**config.mk**
```make
export PLATFORM = sky130hd
export DESIGN_NAME = refill_seq
export DESIGN_NICKNAME = d
export VERILOG_FILES = /design/src/rtl/refill_pkg.sv /design/src/rtl/refill_off_ctr.sv /design/src/rtl/refill_pen_ctr.sv /design/src/rtl/refill_seq.sv
export SDC_FILE = /design/constraint.sdc
export NUM_CORES = 1
export LEC_CHECK = 0
export CAP_MARGIN = 15
export CORE_UTILIZATION = 39
export DETAILED_ROUTE_END_ITERATION = 7
export GPL_ROUTABILITY_DRIVEN = 0
export PLACE_DENSITY = 0.84
export SYNTH_ARGS = -nofsm -noshare
export SYNTH_HDL_FRONTEND = slang
export SYNTH_SLANG_ARGS = --single-unit
```
**constraint.sdc**
```tcl
create_clock -name clk -period 1.6 [get_ports clk]
set_clock_uncertainty 0.05 [all_clocks]
set_input_delay 0.32 -clock clk [delete_from_list [all_inputs] [get_ports clk]]
set_output_delay 0.32 -clock clk [all_outputs]
set_load 0.02 [all_outputs]
```
**src/rtl/refill_pkg.sv**
```systemverilog
package refill_pkg;
    typedef enum logic [1:0] {
        ST_IDLE,
        ST_ADDR,
        ST_FILL
    } refill_st_e;
endpackage

```
**src/rtl/refill_off_ctr.sv**
```systemverilog
module refill_off_ctr #(
    parameter int WORDS = 16,
    parameter int LANES = 1,
    localparam int OFF_W = $clog2(WORDS)
) (
    input  logic             clk,
    input  logic             rst,
    input  logic             clr,
    input  logic             adv,
    output logic [OFF_W-1:0] off,
    output logic             last
);
    logic [OFF_W-1:0] off_d, off_q;

    always_comb begin
        off_d = off_q;
        if (clr) begin
            off_d = '0;
        end else if (adv) begin
            off_d = off_q + OFF_W'(LANES);
        end
    end

    always_ff @(posedge clk) begin
        if (rst) begin
            off_q <= '0;
        end else begin
            off_q <= off_d;
        end
    end

    assign off  = off_q;
    assign last = (off_q == OFF_W'(WORDS - LANES));
endmodule

```
**src/rtl/refill_pen_ctr.sv**
```systemverilog
module refill_pen_ctr #(
    parameter int PEN_W = 8
) (
    input  logic             clk,
    input  logic             rst,
    input  logic             start,
    input  logic             run,
    input  logic             cap,
    output logic [PEN_W-1:0] penalty
);
    typedef struct packed {
        logic [PEN_W-1:0] cnt;
        logic [PEN_W-1:0] pen;
    } pen_t;

    pen_t cur_q, nxt_d;

    always_comb begin
        nxt_d = cur_q;
        if (start) begin
            nxt_d.cnt = PEN_W'(1);
        end else if (run && (cur_q.cnt != '1)) begin
            nxt_d.cnt = cur_q.cnt + PEN_W'(1);
        end
        if (cap) begin
            nxt_d.pen = cur_q.cnt;
        end
    end

    always_ff @(posedge clk) begin
        if (rst) begin
            cur_q <= '0;
        end else begin
            cur_q <= nxt_d;
        end
    end

    assign penalty = cur_q.pen;
endmodule

```
**src/rtl/refill_seq.sv**
```systemverilog
module refill_seq
    import refill_pkg::*;
#(
    parameter int ADDR_W = 32,
    parameter int DATA_W = 32,
    parameter int WORDS  = 16,
    parameter int GROUP  = 4,
    parameter bit WIDE   = 1'b0,
    parameter int PEN_W  = 8,
    localparam int LANES = WIDE ? GROUP : 1,
    localparam int OFF_W = $clog2(WORDS),
    localparam int BUS_W = LANES * DATA_W
) (
    input  logic              clk,
    input  logic              rst,
    input  logic              miss_req,
    input  logic [ADDR_W-1:0] miss_addr,
    input  logic              mem_rvalid,
    input  logic [BUS_W-1:0]  mem_rdata,
    output logic              busy,
    output logic              stall,
    output logic              mem_req,
    output logic [ADDR_W-1:0] mem_addr,
    output logic              cw_en,
    output logic [OFF_W-1:0]  cw_off,
    output logic [BUS_W-1:0]  cw_data,
    output logic              done,
    output logic [PEN_W-1:0]  penalty
);
    typedef struct packed {
        refill_st_e        st;
        logic [ADDR_W-1:0] addr;
        logic              done;
    } seq_t;

    seq_t cur_q, nxt_d;
    logic accept, wr, last, active;

    always_comb begin
        nxt_d      = cur_q;
        nxt_d.done = 1'b0;
        accept     = 1'b0;
        wr         = 1'b0;
        case (cur_q.st)
            ST_IDLE: begin
                if (miss_req) begin
                    accept     = 1'b1;
                    nxt_d.st   = ST_ADDR;
                    nxt_d.addr = miss_addr;
                end
            end
            ST_ADDR: begin
                nxt_d.st = ST_FILL;
            end
            ST_FILL: begin
                if (mem_rvalid) begin
                    wr = 1'b1;
                    if (last) begin
                        nxt_d.st   = ST_IDLE;
                        nxt_d.done = 1'b1;
                    end
                end
            end
            default: nxt_d.st = ST_IDLE;
        endcase
    end

    always_ff @(posedge clk) begin
        if (rst) begin
            cur_q <= '{st: ST_IDLE, addr: '0, done: 1'b0};
        end else begin
            cur_q <= nxt_d;
        end
    end

    assign active = (cur_q.st != ST_IDLE);

    refill_off_ctr #(
        .WORDS (WORDS),
        .LANES (LANES)
    ) u_off (
        .clk  (clk),
        .rst  (rst),
        .clr  (accept),
        .adv  (wr),
        .off  (cw_off),
        .last (last)
    );

    refill_pen_ctr #(
        .PEN_W (PEN_W)
    ) u_pen (
        .clk     (clk),
        .rst     (rst),
        .start   (accept),
        .run     (active),
        .cap     (wr && last),
        .penalty (penalty)
    );

    assign busy     = active;
    assign stall    = active;
    assign mem_req  = (cur_q.st == ST_ADDR);
    assign mem_addr = cur_q.addr;
    assign cw_en    = wr;
    assign cw_data  = mem_rdata;
    assign done     = cur_q.done;
endmodule

```
==> summary.md <==
| Metric | Value |
|---|---|
| Total vias in the final route | 2,097 |
| Grt ovf | 0 |
| R2R Path End | mem_addr[13] |
| Maximum clock frequency | 638 MHz |
| Sum Neg Setup Slack | 0 ps |
| Syn Inst Count | 330 |
| DR DRC count | 0 |
| Die ar. | 7310 um2 |
| Min-Delay Endpoint | mem_addr[30] |
| Top FF cell, synth | dfxtp_1 |
| Fin nets | 417 |
| Final ANT Viol Nets | 0 |
| Area fraction of the dominant cell type after synthesis | 0.405 |
| Vias in the first global route | 1,955 |
| Post-Syn Area | 2720 um2 |
| Post-Syn Area per Cell | 8.24 um2 |
| Lkg Pwr | 1.38 nW |
| # rows | 30 |
| EDFF count, synth | 0 |
| Synth unique cells | 40 |
| Register area share after synthesis | 0.405 |
| First-pass GRT wire length | 8750 um |
| Post-Place Worst Slack | -337 ps |
| Hold WC Path Type | reg2reg |
| Max-slew violations | 0 |
| # setup viols final | 0 |
| Sw power | 0.730 mW |
| Max cap viols | 0 |
| CP Data Required Time | 1230 ps |
| CTS Buffer Depth | 2 |
| Power Internal | 1.97 mW |
| Slew HR | 0.730 |
| Worst slew pin tran | 405 ps |
| CTS root buf | clkbuf_8 |
| Initial Utilization | 0.402 |
| CTS tree | done |
| FF-to-FF path depth | 5 |
| Initial antenna violation count | 0 |
| Fin worst setup slack | 31.9 ps |
| Number of synthesized register bits | 55 |
| CP startpoint kind | flip-flop |
| Reg2reg setup slack | 100 ps |
| I/O pin count | 149 |
| Clk pwr share | 0.272 |
| Chip width | 85.5 um |
| Clock latency on the worst-skew pair | 310 ps |
| Total GRT Usage | 0.150 |
| Fillers | 662 |
| Vias per Instance | 4.90 |
| Worst-path fanout max | 5 |
| Period utilization | 0.980 |
| Outcome | finished clean |
| Worst vdd ir | 370 uV |
| Number of diodes | 0 |
| Logic pwr share | 0.184 |
| WP data arrival | 1200 ps |
| Post-CTS Setup Inserts | 0 |
| Ys async rst share | 0 |
| RSZ-0062 raised after global routing | false |
| Area Overhead vs Synth | 16.5% |
| Largest net degree at the start of global routing | 33 |
| Die H | 85.5 um |
| Synth area leaders | dfxtp_1 (41%), buf_4 (20%), nand2_1 (9.1%), a21oi_1 (8.3%), nand3_1 (2.4%) |
| Crit. End Element | output port |
| Power Density | 853 nW/um2 |
| Share of layout cells above drive strength 1 | 0.0948 |
| Detailed Routing Iterations Pass 1 | 4 |
| Dpl hpwl | 3900 um |
| Clk sinks | 55 |
| Cts bufs inserted | 5 |
| Tmin final | 1570 ps |
| Reg2reg start | cur_q[34] |
| Crit path kind | reg2out |
| Wirelength per Cell | 12.7 um |
| Clk slew on worst S/H paths | 100 ps |
| Flop pwr share | 0.544 |
| Hold Crit Start | mem_addr[30] |
| Final wirelength | 5440 um |
| Port buffer count | 84 |
| Yosys Warn Count | 0 |
| Clock H-tree levels | 2 |
| Syn Nets | 400 |
| Core ar. | 6760 um2 |
| Sw frac | 0.271 |
| Area leader, netlist | dfxtp_1 |
| Initial DRC Count | 90 |
| Hold-critical path depth | 2 |
| Hold Vio Cnt, Final | 0 |
-- synthesized netlist by cell type, types with 2 or more instances --
cell type  instances
a211oi_1           4
or3_1              2
dfxtp_1           55
and3_1             2
nand4_1            2
clkbuf_1           6
buf_6              2
nand3_1           13
a21oi_1           45
o21ai_0           10
nor2_1             5
buf_8              3
o211ai_1           2
nor3_1             3
xor2_1             2
inv_1              5
buf_2              4
mux2i_1            2
and4_1             3
nand2_1           66
ha_1               2
buf_4             74
-- worst max-delay path: stages, from the launching register on --
cell and delay, ps:
dfxtp_2 350, or2_4 280, clkdlybuf4s15_2 260
-- flip-flops by register name, summed over array words and instances, names as in the netlist --
signal	cells
mem_addr	32
u_pen.cur_q	8
u_pen.penalty	8
u_off.off	4
cur_q	2
done	1
-- kinds of logic after synthesis --
family / after synthesis / share of synthesized area
AND/OR/NAND/NOR: 108 / 0.185
buffers and inverters: 95 / 0.253
AO/OA/AOI/OAI: 66 / 0.134
flip-flops: 55 / 0.405
XOR/XNOR: 2 / 0.00645
multiplexers: 2 / 0.00737
adder cells (fa/ha/maj): 2 / 0.00921
-- cell type report --
cell class | instances | area (um2) | share of cell area
clock buffers | 5 | 68.8 | 0.0217
clock inverters | 3 | 15.0 | 0.00474
inverters | 5 | 18.8 | 0.00593
multi-input cells | 180 | 937 | 0.296
flip-flops and latches | 55 | 1100 | 0.349
well taps | 80 | 100 | 0.0316
repair buffers | 100 | 922 | 0.291
-- what timing repair did --
item,CTS,global route
hold buffers,0,0
resized for setup,60,2
endpoints found under the setup margin,49,4
pin swaps,0,0
-- worst max path at each step --
| stage | start | endpoint | slack (ps) |
|---|---|---|---|
| 6_report | cur_q[33] | busy | 30 |
| 5_1_grt | cur_q[33] | busy | 0.04 |
| 3_3_place_gp | mem_rvalid | cw_en | -320 |
| 4_1_cts | cur_q[33] | busy | 6 |
| 2_1_floorplan | u_off.off[0] | u_pen.penalty[4] | 190 |
| 3_5_place_dp | mem_rvalid | cw_en | -340 |
-- per-layer routing --
layer,up-vias,share of wire,track usage
met5,-,0,0
met1,948,0.42,0.177
met3,22,0.077,0.0331
met4,0,0.025,0.0894
met2,72,0.48,0.249
li1,1055,-,-
-- power by group through the flow --
stage          Clock [mW]  Sequential, mW  Combinational (mW)
2_1_floorplan           0            1.49               0.477
3_3_place_gp            0            1.50               0.535
3_5_place_dp            0            1.50               0.542
4_1_cts             0.775            1.47               0.505
5_1_grt             0.828            1.48               0.542
6_report            0.733            1.47               0.498
-- metrics by stage --
stage | util | hold WS [ps] | cells | power [mW] | instance area (um2)
finish | 0.469 | 404 | 428 | 2.70 | 3170
global route | 0.469 | 425 | 428 | 2.85 | 3170
CTS | 0.468 | 407 | 428 | 2.75 | 3160
detailed placement | 0.465 | 396 | 420 | 2.04 | 3140
global placement | 0.465 | 392 | 420 | 2.03 | 3140
floorplan | - | 387 | 330 | 1.97 | 2720
-- cells in the final DEF, fill, tap and decap left out, types with 3 or more instances in the layout --
| cell type | synthesis | layout |
|---|---|---|
| a211oi_1 | 4 | 4 |
| a21oi_1 | 45 | 45 |
| and4_1 | 3 | 3 |
| buf_4 | 74 | 14 |
| clkbuf_8 | 0 | 5 |
| clkdlybuf4s50_1 | 0 | 35 |
| clkinv_2 | 0 | 3 |
| dfxtp_1 | 55 | 53 |
| dlygate4sd2_1 | 0 | 45 |
| inv_1 | 5 | 5 |
| nand2_1 | 66 | 66 |
| nand3_1 | 13 | 13 |
| nor2_1 | 5 | 5 |
| nor3_1 | 3 | 3 |
| o21ai_0 | 10 | 10 |
No activity file was read; power rests on OpenSTA's default activity.
